File: src/rtl/updown_pwm_pkg.sv
package updown_pwm_pkg;
  localparam int ADDR_W = 2;

  typedef enum logic [ADDR_W-1:0] {
    REG_PERIOD  = 2'd0,
    REG_COMPARE = 2'd1,
    REG_CONTROL = 2'd2
  } reg_addr_e;

  localparam int CTRL_EN_BIT  = 0;
  localparam int CTRL_IMM_BIT = 1;
endpackage

File: src/rtl/pwm_shadow_regs.sv
module pwm_shadow_regs
  import updown_pwm_pkg::*;
#(
  parameter int CNT_W = 16
) (
  input  logic              clk,
  input  logic              rst_n,
  input  logic              wr_en,
  input  logic [ADDR_W-1:0] wr_addr,
  input  logic [CNT_W-1:0]  wr_data,
  input  logic              period_end,
  output logic [CNT_W-1:0]  prd_act,
  output logic [CNT_W-1:0]  cmp_act,
  output logic              run_en,
  output logic              imm_load,
  output logic              load_now
);
  logic [CNT_W-1:0] prd_reg, cmp_reg;
  logic             unused_ctrl_bits;

  assign unused_ctrl_bits = ^wr_data[CNT_W-1:2];
  assign load_now = imm_load | period_end;

  always_ff @(posedge clk) begin
    if (!rst_n) begin
      prd_reg  <= '0;
      cmp_reg  <= '0;
      run_en   <= 1'b0;
      imm_load <= 1'b0;
    end else if (wr_en) begin
      case (reg_addr_e'(wr_addr))
        REG_PERIOD:  prd_reg <= wr_data;
        REG_COMPARE: cmp_reg <= wr_data;
        REG_CONTROL: begin
          run_en   <= wr_data[CTRL_EN_BIT];
          imm_load <= wr_data[CTRL_IMM_BIT];
        end
        default: ;
      endcase
    end
  end

  // Each shadow copies its own register; both share the load moment.
  always_ff @(posedge clk) begin
    if (!rst_n) begin
      prd_act <= '0;
      cmp_act <= '0;
    end else if (load_now) begin
      prd_act <= prd_reg;
      cmp_act <= cmp_reg;
    end
  end
endmodule

File: src/rtl/pwm_updown_counter.sv
module pwm_updown_counter #(
  parameter int CNT_W = 16
) (
  input  logic             clk,
  input  logic             rst_n,
  input  logic             run_en,
  input  logic [CNT_W-1:0] prd_act,
  output logic [CNT_W-1:0] cnt,
  output logic             dir_down,
  output logic             at_zero
);
  localparam logic [CNT_W-1:0] ONE = CNT_W'(1);

  // Returns {next_dir_down, next_count}.
  function automatic logic [CNT_W:0] step_count(
    input logic [CNT_W-1:0] c,
    input logic             dn,
    input logic [CNT_W-1:0] p
  );
    if (p == '0)      return {1'b0, {CNT_W{1'b0}}};
    if (!dn) begin
      if (c >= p)     return {1'b1, c - ONE};
      else            return {1'b0, c + ONE};
    end
    if (c == '0)      return {1'b0, ONE};
    return {1'b1, c - ONE};
  endfunction

  logic [CNT_W:0] nxt;
  assign nxt     = step_count(cnt, dir_down, prd_act);
  assign at_zero = (cnt == '0);

  always_ff @(posedge clk) begin
    if (!rst_n) begin
      cnt      <= '0;
      dir_down <= 1'b0;
    end else if (run_en) begin
      cnt      <= nxt[CNT_W-1:0];
      dir_down <= nxt[CNT_W];
    end
  end
endmodule

File: src/rtl/pwm_event_decode.sv
module pwm_event_decode #(
  parameter int CNT_W = 16
) (
  input  logic             run_en,
  input  logic [CNT_W-1:0] cnt,
  input  logic             dir_down,
  input  logic [CNT_W-1:0] prd_act,
  input  logic [CNT_W-1:0] cmp_act,
  output logic             evt_cmp_up,
  output logic             evt_cmp_dn,
  output logic             evt_zero,
  output logic             evt_peak,
  output logic             pwm_level
);
  function automatic logic hit_up(input logic [CNT_W-1:0] c, input logic dn,
                                  input logic [CNT_W-1:0] m, input logic [CNT_W-1:0] p);
    return !dn && (c == m) && (m != p);
  endfunction

  function automatic logic hit_dn(input logic [CNT_W-1:0] c, input logic dn,
                                  input logic [CNT_W-1:0] m);
    return dn && (c == m);
  endfunction

  always_comb begin
    evt_cmp_up = run_en && hit_up(cnt, dir_down, cmp_act, prd_act);
    evt_cmp_dn = run_en && hit_dn(cnt, dir_down, cmp_act);
    evt_zero   = run_en && (cnt == '0);
    evt_peak   = run_en && !dir_down && (prd_act != '0) && (cnt == prd_act);
    pwm_level  = (cnt < cmp_act);
  end
endmodule

File: src/rtl/updown_pwm_timebase.sv
module updown_pwm_timebase
  import updown_pwm_pkg::*;
#(
  parameter int CNT_W = 16
) (
  input  logic              clk,
  input  logic              rst_n,
  input  logic              wr_en,
  input  logic [ADDR_W-1:0] wr_addr,
  input  logic [CNT_W-1:0]  wr_data,
  output logic [CNT_W-1:0]  cnt_o,
  output logic              dir_down_o,
  output logic              evt_cmp_up,
  output logic              evt_cmp_dn,
  output logic              evt_zero,
  output logic              evt_peak,
  output logic              pwm_o
);
  logic [CNT_W-1:0] prd_act, cmp_act;
  logic             run_en, imm_load, load_now, at_zero, period_end;

  assign period_end = run_en & at_zero;

  pwm_shadow_regs #(.CNT_W(CNT_W)) u_regs (
    .clk(clk), .rst_n(rst_n), .wr_en(wr_en), .wr_addr(wr_addr),
    .wr_data(wr_data), .period_end(period_end), .prd_act(prd_act),
    .cmp_act(cmp_act), .run_en(run_en), .imm_load(imm_load),
    .load_now(load_now)
  );

  pwm_updown_counter #(.CNT_W(CNT_W)) u_cnt (
    .clk(clk), .rst_n(rst_n), .run_en(run_en), .prd_act(prd_act),
    .cnt(cnt_o), .dir_down(dir_down_o), .at_zero(at_zero)
  );

  pwm_event_decode #(.CNT_W(CNT_W)) u_dec (
    .run_en(run_en), .cnt(cnt_o), .dir_down(dir_down_o),
    .prd_act(prd_act), .cmp_act(cmp_act), .evt_cmp_up(evt_cmp_up),
    .evt_cmp_dn(evt_cmp_dn), .evt_zero(evt_zero), .evt_peak(evt_peak),
    .pwm_level(pwm_o)
  );
endmodule

File: config.mk
export PLATFORM = sky130hd
export DESIGN_NAME = updown_pwm_timebase
export DESIGN_NICKNAME = d
export VERILOG_FILES = /design/src/rtl/updown_pwm_pkg.sv /design/src/rtl/pwm_shadow_regs.sv /design/src/rtl/pwm_updown_counter.sv /design/src/rtl/pwm_event_decode.sv /design/src/rtl/updown_pwm_timebase.sv
export SDC_FILE = /design/constraint.sdc
export NUM_CORES = 1
export LEC_CHECK = 0
export CORE_AREA = 2 2 99 101
export CTS_CLUSTER_DIAMETER = 150
export DETAILED_ROUTE_END_ITERATION = 12
export DIE_AREA = 0 0 101 103
export PLACE_DENSITY = 0.76
export SYNTH_ARGS = -nofsm -noshare
export SYNTH_HDL_FRONTEND = slang
export SYNTH_SLANG_ARGS = --single-unit
File: constraint.sdc
create_clock -name clk -period 2.4 [get_ports clk]
set_clock_uncertainty 0.1 [all_clocks]
set_input_delay 0.48 -clock clk [delete_from_list [all_inputs] [get_ports clk]]
set_output_delay 0.48 -clock clk [all_outputs]
set_load 0.03 [all_outputs]
After elaboration in Yosys (flattened, before gate mapping):

Index checks and enable logic that the tools add are counted.

* output and inout bits: 22
* word-level logic and storage cells: 49
* bits in registers: 83

* eq/ne operators: 5
* reductions and logical operators: 17
* $add $sub $neg: 2
* bitwise operators: 2
* mux-type cells: 13
* $lt $le $gt $ge: 2

Operator list (number)
* two-way mux 17 bit: 7
* == test 16 bit: 2
* logical NOT 16 bit: 2
* adder 16 x 1 -> 16 bit, second input constant: 1
* greater-or-equal comparator 16 bit: 1
* less-than comparator 16 bit: 1
* != test 16 bit: 1
* nonzero test 16 bit: 1
* subtractor 16 x 1 -> 16 bit, second input constant: 1
* logical AND 1 bit: 9
* two-way mux 1 bit: 6
* AND reduction 2 bit: 3
* == test 2 x 1 -> 1 bit, second input constant: 1
* == test 2 bit, second input constant: 1
* logical NOT 2 bit: 1
* bitwise AND 1 bit: 1
* logical NOT 1 bit: 1
* OR 1 bit: 1

Logic depth before layout (Yosys ltp):

Gate-level depths: netlist of run 1.

* depth in word-level cells: 8
* depth in mapped cells: 11

Modules after synthesis:

From an unflattened synthesis of run 1, not the netlist that was laid out.

* cell total of the unflattened synthesis: 623
* area, all modules: 5271.3 um^2

Modules (own cells, without submodules)
* pwm_shadow_regs: seq. area each 1321.3 um^2, area each 2641.3 um^2, instances 1, cells an instance 278
* pwm_updown_counter: seq. area each 340.3 um^2, area each 1766.7 um^2, instances 1, cells an instance 231
* pwm_event_decode: seq. area each 0.0 um^2, area each 857.1 um^2, instances 1, cells an instance 113
* updown_pwm_timebase: seq. area each 0.0 um^2, area each 6.3 um^2, instances 1, cells an instance 1

Worst setup path before layout of run 1:

Ideal clock, no wire load.

* kind: register -> output
* from: register u_cnt.cnt[11]
* to: output port evt_peak
* buffers on the path: 0
* arrival time: 2.546 ns
* cell stages (with the launch flop): 5
* path slack: -0.726 ns
* cells stage by stage: dfxtp_1 ha_1 nand4_1 or4_4 nor4_1

* word-level cells in the longest chain between the ends: 2

RTL lines
* from (decl): line pwm_updown_counter.sv:8 `output logic [CNT_W-1:0] cnt,`
* from (signal assigned): line pwm_updown_counter.sv:38 `cnt <= nxt[CNT_W-1:0];`
* == test 16 bit: line pwm_event_decode.sv:29 `evt_peak = run_en && !dir_down && (prd_act != '0) && (cnt == prd_act);`
* logical AND 1 bit: line pwm_event_decode.sv:29
* to (decl): line updown_pwm_timebase.sv:16 `output logic evt_peak,`

Every way passes these cells.

Worst setup path after layout of run 1:

* from: register u_regs.prd_act[9]
* to: output port evt_peak

* word-level cells in the longest chain between the ends: 3

RTL lines
* from (decl): line pwm_shadow_regs.sv:12 `output logic [CNT_W-1:0] prd_act,`
* from (signal assigned): line pwm_shadow_regs.sv:49 `prd_act <= prd_reg;`
* nonzero test 16 bit: line pwm_event_decode.sv:29
* logical AND 1 bit: line pwm_event_decode.sv:29
* logical AND 1 bit (*): line pwm_event_decode.sv:29

Every way passes the cells marked *; elsewhere a longest branch is shown, timed or not.

==> impl_metrics.yaml, run 1 <==
power:
  pwr_density_cell_mw_per_mm2: 517
  power.leakage_uw: 0.00295
  total_power_uw: 3550
  power.ir.vdd_worst_v: 0.000429
cts:
  clk_root_buffer_cell: "sky130_fd_sc_hd__clkbuf_8"
  worstSkewPairLatency_ns: 0.38
  cts.clk_slew.worst_paths_ns: 0.09
  cts_htree_levels: 3
  cts.path.max_buffers: 2
  tritoncts_clock_tree: "built"
  ctsHoldBuffers: 0
  total_number_of_clock_tree_sinks: 83
  cts_buffers: 9
synthesis:
  synth_most_common_cell: "sky130_fd_sc_hd__nand2_1"
  yosysTopAreaCellShare_pct: 35.2
  synthesis.instances: 592
  synth-main-ff-cell: "sky130_fd_sc_hd__dfxtp_1"
  synth_async_sr_flop_share_pct: 0
  seq_area_frac_synth_pct: 35.2
  synth_commonest_cells: "sky130_fd_sc_hd__nand2_1, sky130_fd_sc_hd__dfxtp_1, sky130_fd_sc_hd__a21boi_0, sky130_fd_sc_hd__inv_1, sky130_fd_sc_hd__ha_1"
  synth_cell_types: 50
  synth_area_leader: "sky130_fd_sc_hd__dfxtp_1"
  synth_top_cells_by_area: "sky130_fd_sc_hd__dfxtp_1, sky130_fd_sc_hd__nand2_1, sky130_fd_sc_hd__ha_1, sky130_fd_sc_hd__a21boi_0, sky130_fd_sc_hd__inv_1"
  area_of_the_mapped_netlist_sq_mm: 0.00472
  synthesis.area_per_instance_sq_um: 7.98
  ys_ff_latch: 83
  synth_enable_flop_cells: 0
  synth-warning-count: 0
  synth_nets: 647
drt:
  route.vias.total: 4757
  wl_met1_um: 5790
  drt_via_density: 5.73
  detailedRoute.firstPassIterationCount: 5
  totalWireLength_um: 14600
  wl_met2_um: 7230
  routed.top_layer: "met4"
  met3_routed_wirelength_um: 877
  antenna_left: 0
  drt_iter0_markers: 323
  drc: 0
  wire_per_inst_um: 17.6
die:
  core_sq_mm: 0.00946
  floorplan.initialDensity_pct: 49.9
  num_io_pins: 43
  design.die.area_sq_mm: 0.0104
  die_h_um: 103
  placement_rows: 36
  die_width_um: 101
run:
  max-cap-violations: 0
grt:
  via_count_of_the_first_global_routing_pass: 4489
  number_of_antenna_violations_at_the_first_check_in_global_routing: 0
  maximum_number_of_pins_on_one_net_before_global_route_repair: 68
  wire_length_of_the_first_global_routing_pass_um: 21100
  globalRouteTotalUtil_pct: 25.8
  grt_overflow: 0
worst_setup_path:
  endpoint_kind: "output port"
  reg2reg_slack_ns: -0.29
  r2r_cells: 10
  critical_path.reg2reg.startpoint: "u_regs.prd_act[9]$_SDFFE_PN0P_"
  crit_path_start: "u_regs.prd_act[9]$_SDFFE_PN0P_"
  crit_path_cell_trace: "inv_1, ha_4, nand4_1, or4_4, buf_6, nor4_4, buf_4"
  max_stage_delay_ns: 0.51
  critical_path.startpoint_type: "flop"
  worst_ep_required_time_ns: 1.82
  worst_setup_path_endpoint: "evt_peak"
  critPathMaxFanout: 2
  worst-setup-path-type: "flop to output port"
  worst_r2r_endpoint: "u_cnt.cnt[4]$_SDFFE_PN0P_"
  crit_arrival_ns: 2.21
  cpMaxStageDelayCell: "sky130_fd_sc_hd__or4_4"
timing:
  final_count_of_hold_timing_violations: 0
  timing_worst_slew_pin_value_ns: 0.519
  final_clock_period_utilization_by_the_worst_path_pct: 116
  hold-worst-slack_ns: 0.363
  maxClockFrequency_mhz: 359
  period_needed_ns: 2.79
  setup_repair_after_global_routing_missed_its_margin: "yes"
  final_report_setup_violation_count: 53
  fin_setup_tns_ns: -8.51
  finalWorstSetupSlack_ns: -0.387
  slew_viols_final: 0
  timing.slew.headroom_pct: 65.1
status:
  violations: "negative setup slack"
  run_status: "finished, violations left"
placed_design:
  dpl_cell_area_sq_mm: 0.00584
  detailedPlacementHpwl_um: 9210
  gp_congestion: 0.940
  placement.io_buffers: 42
worst_hold_path:
  holdCritPathClass: "flop to flop"
  hold-path-cell-count: 2
final_layout:
  nets: 766
  final_design_area_no_fill_sq_mm: 0.00687
  area_growth_syn_to_layout_pct: 45.3
  n_fill_cell: 654
  insertedDiodeCount: 0
  drive_gt1_share_pct: 35.5
==> cell usage in the layout, fill, tap and decap left out, types with 4 or more instances in the layout <==
cell	Yosys	final
sky130_fd_sc_hd__clkdlybuf4s50_1	0	37
sky130_fd_sc_hd__nand2_2	1	9
sky130_fd_sc_hd__a21boi_1	12	10
sky130_fd_sc_hd__nor2b_1	6	5
sky130_fd_sc_hd__buf_6	2	18
sky130_fd_sc_hd__inv_1	48	44
sky130_fd_sc_hd__nand2_1	146	113
sky130_fd_sc_hd__nor4_1	7	6
sky130_fd_sc_hd__or3_1	13	13
sky130_fd_sc_hd__buf_4	3	72
sky130_fd_sc_hd__ha_4	0	10
sky130_fd_sc_hd__dfxtp_1	83	53
sky130_fd_sc_hd__a21boi_2	0	22
sky130_fd_sc_hd__nand2_4	0	25
sky130_fd_sc_hd__a21boi_0	52	32
sky130_fd_sc_hd__clkbuf_8	0	9
sky130_fd_sc_hd__o21ai_1	5	12
sky130_fd_sc_hd__mux2i_2	0	8
sky130_fd_sc_hd__nor2_4	0	4
sky130_fd_sc_hd__ha_1	34	23
sky130_fd_sc_hd__dfxtp_2	0	24
sky130_fd_sc_hd__nor2_1	18	14
sky130_fd_sc_hd__or4_4	2	4
sky130_fd_sc_hd__xnor2_1	16	16
sky130_fd_sc_hd__nand4_1	11	11
sky130_fd_sc_hd__nand3_1	13	11
sky130_fd_sc_hd__dfxtp_4	0	6
sky130_fd_sc_hd__a21oi_1	23	23
sky130_fd_sc_hd__mux2i_1	16	6
sky130_fd_sc_hd__nor3_1	8	7
==> where the power goes <==
group / switching (uW) / internal (uW) / leakage (uW)
clock: 562 / 490 / 0.0000935
sequential: 30.9 / 1400 / 0.000688
combinational: 505 / 558 / 0.00217
==> how the worst min path moves through the flow <==
stage | startpoint | endpoint | slack, ns
3_5_place_dp | u_regs.prd_reg[11]$_SDFFE_PN0P_ | u_regs.prd_act[11]$_SDFFE_PN0P_ | 0.36
2_1_floorplan | u_regs.prd_reg[10]$_SDFFE_PN0P_ | u_regs.prd_act[10]$_SDFFE_PN0P_ | 0.33
3_3_place_gp | u_regs.cmp_reg[9]$_SDFFE_PN0P_ | u_regs.cmp_act[9]$_SDFFE_PN0P_ | 0.35
5_1_grt | u_regs.prd_reg[5]$_SDFFE_PN0P_ | u_regs.prd_act[5]$_SDFFE_PN0P_ | 0.38
6_report | u_regs.prd_reg[5]$_SDFFE_PN0P_ | u_regs.prd_act[5]$_SDFFE_PN0P_ | 0.36
4_1_cts | u_regs.prd_reg[15]$_SDFFE_PN0P_ | u_regs.prd_act[15]$_SDFFE_PN0P_ | 0.36
==> area by class of cell <==
cell class	count	area, sq um	share of cell area (%)
clock buffers	10	128	1.86
repair buffers	135	1280	18.7
well taps	114	143	2.08
inverters	48	183	2.66
clock inverters	6	71.3	1.04
flip-flops and latches	83	1710	25.0
multi-input cells	434	3340	48.7
==> per-layer routing <==
metal  track usage, %  vias to the layer above
li1                 -                     2265
met1             31.2                     2242
met2             44.3                      192
met3             4.47                       58
met4             13.1                        0
met5                0                        -
==> cells by family after synthesis <==
family,after synthesis,share of synthesized area (%)
AND/OR/NAND/NOR,244,24.0
AO/OA/AOI/OAI,122,18.1
flip-flops,83,35.2
buffers and inverters,75,6.91
adder cells (fa/ha/maj),34,9.00
multiplexers,18,3.87
XOR/XNOR,16,2.97
==> critical path, delay by kind of cell, from the launching register on <==
| family | cells | cell delay [ns] |
|---|---|---|
| buffers and inverters | 3 | 0.40 |
| adder cells (fa/ha/maj) | 1 | 0.26 |
| AND/OR/NAND/NOR | 3 | 0.84 |
| flip-flops | 1 | 0.34 |
==> timing repair <==
| item | CTS | global route |
|---|---|---|
| hold endpoints to repair | 0 | 0 |
| cloned | 3 | 2 |
| setup buffers | 8 | 10 |
| resized for setup | 52 | 142 |
| pin swaps | 23 | 72 |
| setup endpoints to repair | 51 | 53 |
==> metrics by stage <==
step | utilization [%] | std cells | worst slack, ns
2_1_floorplan | - | 592 | -0.156
3_3_place_gp | 61.7 | 794 | -0.132
3_5_place_dp | 61.7 | 794 | -0.151
4_1_cts | 67.1 | 821 | -0.383
5_1_grt | 72.6 | 830 | -0.446
6_report | 72.6 | 830 | -0.387
Note: power is estimated with default switching activity, not from simulation.
==> run 2: changes to the inputs <==
CORE_AREA = 2 2 112 114   (was 2 2 99 101)
DIE_AREA = 0 0 114 116   (was 0 0 101 103)
PLACE_DENSITY = 0.61   (was 0.76)
==> run 2 against run 1 <==
  * The run still ends with negative setup slack left
  * Combinational power about the same
  * Critical endpoint unchanged
  * Sequential power about the same
  * Global-route usage decreased by 5.3 points
  * Via count fell by 5.3%
  * Hold slack got worse by 0.0091 ns
  * Final cell count up 4.3%
  * Flip-flop and latch count unchanged
  * Clock power rose by 36%
  * Critical path depth is the same
  * Register-to-register slack improved by 0.02 ns
  * Largest power group unchanged
  * Fmax decreased by 0.76%
  * First-iteration DRC count increased by 7.4%
  * Highest routed layer unchanged
==> impl_metrics.yaml, run 2 (synthesized netlist as in run 1, its figures left out) <==
final_layout:
  nets: 769
  layout_common_cells: "sky130_fd_sc_hd__nand2_1, sky130_fd_sc_hd__buf_4, sky130_fd_sc_hd__dfxtp_1, sky130_fd_sc_hd__inv_1, sky130_fd_sc_hd__clkdlybuf4s50_1"
  post_layout_nonfiller_instances: 866
  area_growth_syn_to_layout_pct: 43.0
  insertedDiodeCount: 0
  drive_gt1_share_pct: 29.3
  final_design_area_no_fill_sq_mm: 0.00676
  layout.cells.most_common: "sky130_fd_sc_hd__nand2_1"
placed_design:
  placement.io_buffers: 42
  placed_cells_incl_taps: 835
  dpl_cell_area_sq_mm: 0.00595
  gp_congestion: 0.910
  detailedPlacementHpwl_um: 9550
worst_setup_path:
  worst_ep_required_time_ns: 1.82
  crit_path_start: "u_regs.prd_act[8]$_SDFFE_PN0P_"
  endpoint_kind: "output port"
  critPathMaxFanout: 3
  cpMaxStageDelayCell: "sky130_fd_sc_hd__or4_1"
  r2r_cells: 11
  crit_path_cell_trace: "buf_4, or4_1, o41ai_2, buf_4, buf_4, nor4_4, buf_4"
  total_stage_count_of_the_critical_path: 7
  most_used_cell_along_the_critical_path: "sky130_fd_sc_hd__buf_4"
  wp_buf_inv: 4
  crit_arrival_ns: 2.23
  critical_path.reg2reg.startpoint: "u_regs.prd_act[11]$_SDFFE_PN0P_"
  worst-setup-path-type: "flop to output port"
  critical_path.startpoint_type: "flop"
  cp_top_family: "simple AND/OR/NAND/NOR gates"
  max_stage_delay_ns: 0.57
power:
  clock_power_share_pct: 36.3
  power.ir.vdd_worst_v: 0.000392
  power.leakage_uw: 0.00266
  net-switching-power_uw: 1110
  total_power_uw: 3930
  p_int_uw: 2820
  power.combinational.fraction_pct: 27.4
  sw_frac_of_total_pct: 28.2
  sequential_cell_fraction_of_total_power_pct: 36.3
  pwr_density_cell_mw_per_mm2: 581
timing:
  final_clock_period_utilization_by_the_worst_path_pct: 117
  slew_viols_final: 0
  final_count_of_hold_timing_violations: 0
  period_needed_ns: 2.81
  hold-worst-slack_ns: 0.354
  timing.slew.headroom_pct: 65.0
  finalWorstSetupSlack_ns: -0.408
  final_report_setup_violation_count: 51
  timing_worst_slew_pin_value_ns: 0.520
  maxClockFrequency_mhz: 356
  setup_repair_after_global_routing_missed_its_margin: "yes"
drt:
  drt_via_density: 5.20
  detailedRoute.firstPassIterationCount: 5
  drc: 0
  totalWireLength_um: 13500
  route.vias.total: 4505
  wire_per_inst_um: 15.6
  antenna_left: 0
  drt_iter0_markers: 347
cts:
  tritoncts_clock_tree: "built"
  cts_buffers: 9
  cts.clk_slew.worst_paths_ns: 0.07
  ctsHoldBuffers: 0
  clk_root_buffer_cell: "sky130_fd_sc_hd__clkbuf_16"
  total_number_of_clock_tree_sinks: 83
  cts_htree_levels: 3
  cts.path.max_buffers: 2
  worstSkewPairLatency_ns: 0.35
grt:
  via_count_of_the_first_global_routing_pass: 4336
  number_of_antenna_violations_at_the_first_check_in_global_routing: 0
  wire_length_of_the_first_global_routing_pass_um: 21100
  maximum_number_of_pins_on_one_net_before_global_route_repair: 68
  globalRouteTotalUtil_pct: 20.5
  grt_overflow: 0
status:
  violations: "negative setup slack"
  run_status: "finished, violations left"
die:
  die_h_um: 116
  placement_rows: 40
  num_io_pins: 43
  core_sq_mm: 0.0119
  design.die.area_sq_mm: 0.0132
  floorplan.initialDensity_pct: 39.7
  die_width_um: 114
worst_hold_path:
  hold-path-cell-count: 2
  hp-start: "u_regs.cmp_reg[1]$_SDFFE_PN0P_"
  holdCritPathClass: "flop to flop"
run:
  max-cap-violations: 0
==> run 2: cell count changes in the layout (fill, tap and decap cells not counted), moves of 9 or more <==
cell                        change
sky130_fd_sc_hd__clkbuf_8       -9
sky130_fd_sc_hd__a21boi_1      +17
sky130_fd_sc_hd__a21boi_2      -17
sky130_fd_sc_hd__nand2_4       -25
sky130_fd_sc_hd__clkbuf_16     +10
sky130_fd_sc_hd__nand2_1       +26
==> run 2: worst register-to-register path, cell delays in order (launching register included) <==
cell                       delay (ns)
sky130_fd_sc_hd__dfxtp_2         0.33
sky130_fd_sc_hd__inv_2           0.04
sky130_fd_sc_hd__ha_4            0.26
sky130_fd_sc_hd__nand4_1         0.12
sky130_fd_sc_hd__or4_4           0.55
sky130_fd_sc_hd__buf_6           0.14
sky130_fd_sc_hd__o211ai_4        0.21
sky130_fd_sc_hd__buf_12          0.17
sky130_fd_sc_hd__buf_12          0.10
sky130_fd_sc_hd__mux2i_4         0.21
sky130_fd_sc_hd__nor2_1          0.06
sky130_fd_sc_hd__a221o_1         0.27
==> run 2: layer usage <==
metal,global-route usage [%],wire length [um],vias up
li1,-,-,2257
met1,26.0,6120,2086
met2,33.8,6320,126
met3,2.98,595,36
met4,10.7,451,0
met5,0,0,-
==> run 2: final timing paths <==
kind / to / slack (ns)
max: evt_peak / -0.41
min: u_regs.cmp_act[1]$_SDFFE_PN0P_ / 0.35
max reg2reg: u_cnt.cnt[10]$_SDFFE_PN0P_ / -0.27
min reg2reg: u_regs.cmp_act[1]$_SDFFE_PN0P_ / 0.35
==> run 2: power by group through the flow <==
| stage | Combinational [uW] | Sequential [uW] | Clock, uW |
|---|---|---|---|
| floorplan | 512 | 1470 | 0 |
| detailed placement | 793 | 1460 | 0 |
| CTS | 975 | 1430 | 1460 |
| global placement | 783 | 1460 | 0 |
| global route | 1150 | 1430 | 1510 |
| finish | 1080 | 1430 | 1430 |
==> run 2: layout make-up <==
| class | count | area [sq um] |
|---|---|---|
| Clock buffer | 10 | 229 |
| Clock inverter | 6 | 71.3 |
| Fill cell | 1071 | 5150 |
| Inverter | 48 | 180 |
| Multi-Input combinational cell | 434 | 3060 |
| Sequential cell | 83 | 1710 |
| Tap cell | 147 | 184 |
| Timing Repair Buffer | 138 | 1320 |
==> run 2: stage by stage <==
step	utilization, %	setup slack (ns)	setup TNS (ns)
after detailed placement	50.0	-0.156	-1.57
final	56.7	-0.408	-5.48
after floorplan	-	-0.156	-0.791
after CTS	55.2	-0.439	-4.54
after global routing	56.7	-0.457	-10.19
after global placement	50.0	-0.113	-0.934
==> run 2: timing repair <==
action / 4_1_cts / 5_1_grt
setup endpoints to repair: 24 / 52
pin swaps: 13 / 22
gates cloned: 2 / 2
setup buffers: 8 / 4
gates resized for setup: 60 / 44
